[config.mk]
export PLATFORM = sky130hd
export DESIGN_NAME = supv_reset_ctrl
export DESIGN_NICKNAME = d
export VERILOG_FILES = /design/src/rtl/supv_pkg.sv /design/src/rtl/supv_cfg_regs.sv /design/src/rtl/supv_hold_timer.sv /design/src/rtl/supv_watchdog.sv /design/src/rtl/supv_reset_ctrl.sv
export SDC_FILE = /design/constraint.sdc
export NUM_CORES = 1
export LEC_CHECK = 0
export ABC_AREA = 1
export BUFFER_PORTS_ARGS = -buffer_cell sky130_fd_sc_hd__buf_4
export CORE_ASPECT_RATIO = 1.4
export CORE_MARGIN = 2
export CORE_UTILIZATION = 54
export CTS_CLUSTER_DIAMETER = 100
export DETAILED_ROUTE_END_ITERATION = 10
export PLACE_DENSITY_LB_ADDON = 0.08
export REMOVE_ABC_BUFFERS = 1
export SYNTH_ARGS = -nofsm -noshare
export SYNTH_HDL_FRONTEND = slang
export SYNTH_SLANG_ARGS = --single-unit
[constraint.sdc]
create_clock -name clk -period 1.75 [get_ports clk]
set_input_delay 0.0875 -clock clk [delete_from_list [all_inputs] [get_ports clk]]
set_output_delay 0.0875 -clock clk [all_outputs]
set_load 0.005 [all_outputs]
[src/rtl/supv_pkg.sv]
package supv_pkg;
  typedef enum logic [1:0] {
    WD_LONG  = 2'b00,
    WD_MED   = 2'b01,
    WD_SHORT = 2'b10,
    WD_OFF   = 2'b11
  } wd_sel_e;

  typedef struct packed {
    wd_sel_e sel;
    logic    wpen;
  } supv_cfg_t;
endpackage

[src/rtl/supv_cfg_regs.sv]
module supv_cfg_regs
  import supv_pkg::*;
(
  input  logic       clk,
  input  logic       rst_n,
  input  logic       wp_n,
  input  logic       cfg_wr,
  input  logic [1:0] cfg_sel,
  input  logic       cfg_wpen,
  output supv_cfg_t  cfg
);
  supv_cfg_t cfg_q, cfg_d;
  logic      locked;
  logic      wr_en;

  assign locked = ~wp_n & cfg_q.wpen;
  assign wr_en  = cfg_wr & ~locked;

  always_comb begin
    cfg_d = cfg_q;
    if (wr_en) begin
      cfg_d.sel  = wd_sel_e'(cfg_sel);
      cfg_d.wpen = cfg_wpen;
    end
  end

  always_ff @(posedge clk or negedge rst_n) begin
    if (!rst_n) begin
      cfg_q.sel  <= WD_LONG;
      cfg_q.wpen <= 1'b0;
    end else if (wr_en) begin
      cfg_q <= cfg_d;
    end
  end

  assign cfg = cfg_q;


  locked_write_ignored_chk: assert property (@(posedge clk) disable iff (!rst_n)
    (locked && cfg_wr) |=> $stable(cfg_q));


  open_write_taken_chk: assert property (@(posedge clk) disable iff (!rst_n)
    (!locked && cfg_wr) |=> (cfg_q.sel == $past(cfg_sel) && cfg_q.wpen == $past(cfg_wpen)));
endmodule

[src/rtl/supv_hold_timer.sv]
module supv_hold_timer #(
  parameter int HOLD_CYC = 1000,
  localparam int HW = $clog2(HOLD_CYC + 1)
) (
  input  logic clk,
  input  logic rst_n,
  input  logic supply_ok,
  input  logic wd_timeout,
  output logic rst_active
);
  logic [HW-1:0] cnt_q, cnt_d;
  logic          act_q, act_d;
  logic          trigger;
  logic          last_cyc;

  assign trigger  = ~supply_ok | wd_timeout;
  assign last_cyc = (cnt_q == HW'(HOLD_CYC - 1));

  always_comb begin
    cnt_d = cnt_q;
    act_d = act_q;
    if (trigger) begin
      cnt_d = '0;
      act_d = 1'b1;
    end else if (act_q) begin
      if (last_cyc) begin
        cnt_d = '0;
        act_d = 1'b0;
      end else begin
        cnt_d = cnt_q + 1'b1;
      end
    end
  end

  always_ff @(posedge clk or negedge rst_n) begin
    if (!rst_n) begin
      cnt_q <= '0;
      act_q <= 1'b1;
    end else begin
      cnt_q <= cnt_d;
      act_q <= act_d;
    end
  end

  assign rst_active = act_q;


  low_supply_resets_chk: assert property (@(posedge clk) disable iff (!rst_n)
    !supply_ok |=> rst_active);


  release_needs_supply_chk: assert property (@(posedge clk) disable iff (!rst_n)
    $fell(rst_active) |-> $past(supply_ok));
endmodule

[src/rtl/supv_watchdog.sv]
module supv_watchdog
  import supv_pkg::*;
#(
  parameter int WD_LONG_CYC  = 4000,
  parameter int WD_MED_CYC   = 2000,
  parameter int WD_SHORT_CYC = 500,
  localparam int WW = $clog2(WD_LONG_CYC + 1)
) (
  input  logic    clk,
  input  logic    rst_n,
  input  logic    cs_n,
  input  wd_sel_e sel,
  input  logic    hold_rst,
  output logic    timeout
);
  logic [WW-1:0] cnt_q, cnt_d;
  logic [WW-1:0] limit;
  logic          cs_q;
  logic          kick;
  logic          enabled;

  always_comb begin
    case (sel)
      WD_LONG:  limit = WW'(WD_LONG_CYC - 1);
      WD_MED:   limit = WW'(WD_MED_CYC - 1);
      WD_SHORT: limit = WW'(WD_SHORT_CYC - 1);
      default:  limit = WW'(WD_LONG_CYC - 1);
    endcase
  end

  assign enabled = (sel != WD_OFF);
  assign kick    = cs_q & ~cs_n;
  assign timeout = enabled & ~hold_rst & ~kick & (cnt_q >= limit);

  always_comb begin
    cnt_d = cnt_q + 1'b1;
    if (hold_rst || !enabled || kick || timeout) begin
      cnt_d = '0;
    end
  end

  always_ff @(posedge clk or negedge rst_n) begin
    if (!rst_n) begin
      cnt_q <= '0;
      cs_q  <= 1'b1;
    end else begin
      cnt_q <= cnt_d;
      cs_q  <= cs_n;
    end
  end


  held_in_reset_chk: assert property (@(posedge clk) disable iff (!rst_n)
    hold_rst |=> (cnt_q == '0));


  kick_clears_chk: assert property (@(posedge clk) disable iff (!rst_n)
    (kick && !hold_rst) |=> (cnt_q == '0));


  off_no_timeout_chk: assert property (@(posedge clk) disable iff (!rst_n)
    !enabled |-> !timeout);
endmodule

[src/rtl/supv_reset_ctrl.sv]
module supv_reset_ctrl
  import supv_pkg::*;
#(
  parameter int HOLD_CYC     = 1000,
  parameter int WD_LONG_CYC  = 4000,
  parameter int WD_MED_CYC   = 2000,
  parameter int WD_SHORT_CYC = 500,
  parameter bit ACTIVE_LOW   = 1'b1
) (
  input  logic       clk,
  input  logic       rst_n,
  input  logic       supply_ok,
  input  logic       cs_n,
  input  logic       wp_n,
  input  logic       cfg_wr,
  input  logic [1:0] cfg_sel,
  input  logic       cfg_wpen,
  output logic       rst_out,
  output logic       rst_oe
);
  supv_cfg_t cfg;
  logic      wd_timeout;
  logic      rst_active;

  supv_cfg_regs u_cfg (
    .clk      (clk),
    .rst_n    (rst_n),
    .wp_n     (wp_n),
    .cfg_wr   (cfg_wr),
    .cfg_sel  (cfg_sel),
    .cfg_wpen (cfg_wpen),
    .cfg      (cfg)
  );

  supv_watchdog #(
    .WD_LONG_CYC  (WD_LONG_CYC),
    .WD_MED_CYC   (WD_MED_CYC),
    .WD_SHORT_CYC (WD_SHORT_CYC)
  ) u_wd (
    .clk      (clk),
    .rst_n    (rst_n),
    .cs_n     (cs_n),
    .sel      (cfg.sel),
    .hold_rst (rst_active),
    .timeout  (wd_timeout)
  );

  supv_hold_timer #(
    .HOLD_CYC (HOLD_CYC)
  ) u_hold (
    .clk        (clk),
    .rst_n      (rst_n),
    .supply_ok  (supply_ok),
    .wd_timeout (wd_timeout),
    .rst_active (rst_active)
  );

  generate
    if (ACTIVE_LOW) begin : g_low
      assign rst_out = ~rst_active;
    end else begin : g_high
      assign rst_out = rst_active;
    end
  endgenerate

  assign rst_oe = rst_active;


  timeout_resets_chk: assert property (@(posedge clk) disable iff (!rst_n)
    wd_timeout |=> rst_active);


  oe_matches_level_chk: assert property (@(posedge clk) disable iff (!rst_n)
    rst_oe == (rst_out == !ACTIVE_LOW));
endmodule

==> flow_metrics.tcl, run 1 <==
set metrics [dict create \
    outcome "complete, but fails checks" \
    violations "negative setup slack" \
    dr_total_vias 1429 \
    relSlewSlack 0.6223 \
    drive_gt1_frac 0.2687 \
    p_leak_nw 0.9693 \
    synth.distinct_cells 32 \
    std_cell_rows 24 \
    synthCells 208 \
    grt_max_degree 28 \
    finClkSkew_ns 0.006909 \
    multi_input_area_sq_mm 0.001026 \
    antenna_found_initial 0 \
    yosysMostFrequentCell "nand2_1" \
    syn_avg_cell_area_sq_um 8.271 \
    clkLatencyLatePin_ns 0.27 \
    yosysTopAreaCell "dfrtp_1" \
    hold_viol 0 \
    dpl_cell_area_sq_mm 0.001873 \
    dp.cells 260 \
    tightest_slew_ns 0.5606 \
    setup_viol 22 \
    crit_required_ns 1.91 \
    core_sq_mm 0.003093 \
    synth_common_cells "42 x nand2_1, 33 x nor2_1, 25 x dfrtp_1, 25 x inv_1, 13 x ha_1" \
    cts.path.max_buffers 2 \
    worst_slack_ns -0.1066 \
    drv_cap 0 \
    dr.pass1.iters 4 \
    ios 11 \
    start_util 0.5562 \
    ys_ff_latch 27 \
    fin_hold_ws_ns 0.06202 \
    die_area_sq_mm 0.003660 \
    post-route-min-period_ns 1.857 \
    htree_levels 1 \
    grt_pass1_wl_um 6120 \
    wire_per_inst_um 13.52 \
    nets 250 \
    numPortBuffers 10 \
    end_kind "flop" \
    drt_iter0_markers 40 \
    fin_crit_sh 1.061 \
    synth_enable_flop_cells 0 \
    start_kind "flop" \
    power_density_mw_per_mm2 587.8 \
    die_y_um 70.79 \
    syn-cell-area_sq_mm 0.001720 \
    grt_use_total 0.2209 \
    regArea_sq_um 678.2 \
    grt_pass1_vias 1493 \
    timing.final.max_slew_violations 0 \
    vias_per_cell 5.372 \
    drt_wl_total_um 3597 \
    numCtsBuffers 3 \
    fmax_mhz 538.6 \
    cts.sinks 27 \
    dp_hpwl_um 2752 \
    crit_fanout 8 \
    stdcell_area_sq_mm 0.002047 \
    final_util 0.6618 \
    yosys.area.top_type_share 0.3636 \
    ys.flop_type "dfrtp_1" \
    area_delta_synth_final_pct 18.98 \
    yosysSeqAreaShare 0.3942 \
    hp-class "in -> reg" \
    die_w_um 51.71 \
    antenna_left 0 \
    rsz0062_at_grt "yes" \
    synth_async_sr_flop_share 1.000 \
    cts-root-buf "clkbuf_8" \
    num-fill-cells 267 \
    drc 0 \
    n_antenna_cell 0 \
    gp_congestion 0.9181 \
    cts_tree "yes" \
    clk_pin_slew_worst_paths_ns 0.09 \
    synth_warnings 0 \
    criticalPathCategory "reg -> reg" \
    cp_data_arrival_time_ns 2.02 \
    gr-total-overflow 0 \
    final_cells 266 \
    peakVddDrop_mv 0.3705 \
    ys_top_cells_by_area "dfrtp_1 36%, ha_1 9.5%, nand2_1 9.2%" \
    fin_setup_tns_ns -1.370 \
]
[stage by stage]
step | power, mW | worst slack, ns
after floorplan | 0.7484 | -0.1477
after global placement | 0.8120 | -0.1600
after detailed placement | 0.8202 | -0.2136
after CTS | 1.224 | -0.1274
after global routing | 1.273 | -0.2224
final | 1.203 | -0.1066
[where the power goes]
part | internal [mW] | total, mW | switching (mW)
combinational | 0.0925 | 0.195 | 0.103
sequential | 0.642 | 0.657 | 0.0142
clock | 0.163 | 0.351 | 0.189
[logic make-up (layout without fill, tap and decap cells)]
family | after synthesis | in the layout | share of synthesized area
AOI/OAI and AO/OA | 16 | 16 | 0.06764
xor gates and xnor gates | 7 | 7 | 0.03564
adders and majority gates | 13 | 13 | 0.09455
buffers and inverters | 29 | 48 | 0.06836
DFF | 27 | 27 | 0.3942
and+or+nand+nor | 116 | 116 | 0.3396
[worst max-delay path, stage by stage, from the launching register on]
cell,delay [ns]
dfrtp_1,0.42
ha_4,0.28
inv_2,0.04
ha_4,0.27
nand2_4,0.06
nor2_2,0.16
nand3_2,0.12
nand3_2,0.11
nand2_4,0.10
nand2_8,0.13
nor2_1,0.06
[path summary, 6_finish.rpt]
check | startpoint | endpoint | slack [ns] | cells after the start
setup reg to reg | u_cfg.cfg[2] | u_hold.cnt_q[2] | -0.11 | 10
setup / recovery | u_cfg.cfg[2] | u_hold.cnt_q[2] | -0.11 | 10
hold / removal | cfg_sel[0] | u_cfg.cfg[1] | 0.06 | 3
min in group asynchronous | rst_n | u_wd.cnt_q[3] | 0.27 | 2
max in group asynchronous | rst_n | u_wd.cs_q | 1.18 | 2
hold reg to reg | u_wd.cnt_q[0] | u_wd.cnt_q[0] | 0.49 | 1
[layout by cell type (no fill, tap or decap), types with 2 or more instances in the layout]
| cell type | count |
|---|---|
| nand2_1 | 41 |
| nor2_1 | 28 |
| dfrtp_1 | 25 |
| inv_1 | 23 |
| buf_4 | 15 |
| ha_1 | 11 |
| nand4_1 | 9 |
| nor2_2 | 8 |
| nand3_1 | 7 |
| a21oi_1 | 6 |
| nand2_2 | 4 |
| nand3_2 | 4 |
| nor3b_2 | 4 |
| xor2_1 | 4 |
| xnor2_1 | 3 |
| a21oi_2 | 3 |
| clkbuf_8 | 3 |
| inv_2 | 2 |
| nand2_4 | 2 |
| nor2_4 | 2 |
| nor3_4 | 2 |
| o21ai_0 | 2 |
| a22oi_1 | 2 |
| ha_4 | 2 |
| dlygate4sd3_1 | 2 |
| buf_6 | 2 |
| dfstp_2 | 2 |
[routing by layer]
| layer | wire, um | track usage | vias to the layer above |
|---|---|---|---|
| met2 | 2080 | 0.4131 | 14 |
| met3 | 40 | 0.02954 | 8 |
| met4 | 95 | 0.1170 | 0 |
| met1 | 1380 | 0.2292 | 698 |
| li1 | - | - | 709 |
| met5 | 0 | 0 | - |
[area by class of cell]
cell class	instances	share of cell area
Tap cell	39	0.02384
Multi-Input combinational cell	152	0.5012
Inverter	25	0.04584
Sequential cell	27	0.3313
Timing Repair Buffer	19	0.07579
Clock buffer	4	0.02200
[timing repair]
| action | CTS | global route |
|---|---|---|
| pin swaps | 6 | 1 |
| setup endpoints to repair | 23 | 23 |
| gates resized for setup | 19 | 4 |
| buffers inserted | 0 | 0 |
| hold buffers | 2 | 0 |
| endpoints found under the hold margin | 26 | 0 |
[flip-flops by register name (all words and copies together) (netlist names)]
register and count:
u_cfg.cfg 3, u_wd.cs_q 1, u_hold.rst_active 1, u_wd.cnt_q 12
u_hold.cnt_q 10
No activity file was read; power rests on OpenSTA's default activity.
==> run 2, diff against run 1 <==
--- a/config.mk
+++ b/config.mk
@@ -10,8 +10,8 @@
 export CORE_ASPECT_RATIO = 1.4
 export CORE_MARGIN = 2
 export CORE_UTILIZATION = 54
-export CTS_CLUSTER_DIAMETER = 100
 export DETAILED_ROUTE_END_ITERATION = 10
+export GPL_TIMING_DRIVEN = 0
 export PLACE_DENSITY_LB_ADDON = 0.08
 export REMOVE_ABC_BUFFERS = 1
 export SYNTH_ARGS = -nofsm -noshare
==> run 2 against run 1 <==
Against the previous run:
- the run still ends with negative setup slack left
- clock-buffer cell count fell by 1
- power increased by 1.3%
- sequential share of layout area decreased by 0.16 points
- die area is the same
- combinational power barely moved
- register-to-register slack got worse by 0.06 ns
- sequential power hardly changed
- design area rose by 0.49%
- hold slack lost 0.0032 ns
- first-iteration DRC count down 43%
==> flow_metrics.tcl, run 2 (same netlist as run 1, synthesis figures left out) <==
set metrics [dict create \
    outcome "complete, but fails checks" \
    violations "negative setup slack" \
    finClkSkew_ns 0.005512 \
    reg2reg_from "u_cfg.cfg[2]" \
    clkLatencyLatePin_ns 0.27 \
    gr-total-overflow 0 \
    die_area_sq_mm 0.003660 \
    drive_gt1_frac 0.2907 \
    dp_hpwl_um 2530 \
    n_antenna_cell 0 \
    ios 11 \
    nets 250 \
    cts.sinks 27 \
    htree_levels 1 \
    timing.final.max_slew_violations 0 \
    dr.pass1.iters 4 \
    worst_slack_ns -0.1675 \
    setup_viol 23 \
    antenna_found_initial 0 \
    numPortBuffers 10 \
    crit_required_ns 1.96 \
    grt_use_total 0.2244 \
    criticalPathCategory "reg -> reg" \
    worst-r2r-setup-slack_ns -0.17 \
    drt_wl_total_um 3612 \
    vias_per_cell 5.195 \
    crit_fanout 8 \
    timing.rr.end "u_hold.cnt_q[5]" \
    final_cell_mix "40 x nand2_1, 25 x nor2_1, 25 x dfrtp_1" \
    peakVddDrop_mv 0.4493 \
    cts.path.max_buffers 2 \
    min_delay_path_depth 3 \
    dp_slack_ns -0.4378 \
    r2r_cells 10 \
    cts-root-buf "clkbuf_8" \
    hp-class "in -> reg" \
    antenna_left 0 \
    clk_pin_slew_worst_paths_ns 0.09 \
    tightest_slew_ns 0.5542 \
    std_cell_rows 24 \
    grt_pass1_wl_um 6306 \
    start_kind "flop" \
    grt_pass1_vias 1452 \
    post-route-min-period_ns 1.917 \
    gp_congestion 0.7964 \
    start_util 0.5562 \
    drt_iter0_markers 23 \
    drc 0 \
    area_delta_synth_final_pct 19.56 \
    end_kind "flop" \
    numCtsBuffers 3 \
    rsz0062_at_grt "yes" \
    power_density_mw_per_mm2 592.4 \
    min_to "u_cfg.cfg[1]" \
    fin_crit_sh 1.096 \
    core_sq_mm 0.003093 \
    hold_viol 0 \
    relSlewSlack 0.6266 \
    cts_tree "yes" \
    grt_max_degree 28 \
    largest_register_ffs 12 \
    hp-start "cfg_sel[0]" \
    p_leak_nw 0.9625 \
    drv_cap 0 \
    final_util 0.6650 \
    dr_total_vias 1382 \
    largest_register "u_wd.cnt_q" \
    fmax_mhz 521.5 \
    final_common_cell "nand2_1" \
    die_y_um 70.79 \
    wire_per_inst_um 13.58 \
    die_w_um 51.71 \
    cp_data_arrival_time_ns 2.13 \
]
[run 2: how the worst max path moves through the flow]
| stage | start | end | slack (ns) | depth (start not counted) |
|---|---|---|---|---|
| 5_1_grt | u_cfg.cfg[1] | u_hold.cnt_q[6] | -0.27 | 11 |
| 3_5_place_dp | u_cfg.cfg[1] | u_wd.cnt_q[3] | -0.44 | 9 |
| 4_1_cts | u_cfg.cfg[2] | u_hold.cnt_q[6] | -0.13 | 10 |
| 6_report | u_cfg.cfg[2] | u_hold.cnt_q[5] | -0.17 | 10 |
| 3_3_place_gp | u_cfg.cfg[1] | u_wd.cnt_q[2] | -0.35 | 9 |
| 2_1_floorplan | u_cfg.cfg[1] | u_wd.cnt_q[2] | -0.15 | 9 |
[run 2: what timing repair did]
action,CTS,global route
setup buffers,5,1
hold buffers,2,0
resized for setup,21,5
endpoints found under the hold margin,26,0
endpoints found under the setup margin,23,23
pin swaps,8,6
cloned,1,0
[run 2: where the power goes]
group / switching [mW] / internal, mW / total (mW) / leakage (nW)
combinational: 0.104 / 0.0942 / 0.198 / 0.578
sequential: 0.0156 / 0.642 / 0.658 / 0.359
clock: 0.203 / 0.160 / 0.363 / 0.0255
[run 2: cell type report]
type                            instances  area, sq um
Multi-Input combinational cell        153         1046
Fill cell                             241         1036
Sequential cell                        27        678.2
Timing Repair Buffer                   18        143.9
Inverter                               25        93.84
Tap cell                               39        48.80
Clock buffer                            3        41.29
Clock inverter                          1        5.005
[run 2: through the flow]
step | cell area, sq um | power (mW) | instances | hold WS (ns) | TNS (ns)
6_report | 2057 | 1.219 | 266 | 0.05887 | -2.694
5_1_grt | 2057 | 1.266 | 266 | 0.07150 | -4.897
4_1_cts | 2032 | 1.208 | 265 | 0.05587 | -1.878
3_5_place_dp | 1821 | 0.8009 | 253 | 0.02523 | -7.072
3_3_place_gp | 1821 | 0.7930 | 253 | 0.02117 | -5.297
2_1_floorplan | 1697 | 0.7484 | 204 | -0.2081 | -1.381
[run 2: worst max-delay path: stages (launching register included)]
cell and delay (ns):
dfrtp_1 0.42, ha_4 0.29, inv_2 0.04, ha_4 0.22, nand2_4 0.06, nor2_2 0.05, nor3_4 0.29, nand3_2 0.13
nand2_4 0.14, nand2_8 0.10, nor2_2 0.11
[run 2: routing by layer]
| metal | vias to the layer above | GRT usage | routed length [um] |
|---|---|---|---|
| met5 | - | 0 | 0 |
| met4 | 0 | 0.08772 | 65 |
| met3 | 6 | 0.02110 | 47 |
| met2 | 11 | 0.4117 | 2032 |
| met1 | 652 | 0.2610 | 1466 |
| li1 | 713 | - | - |
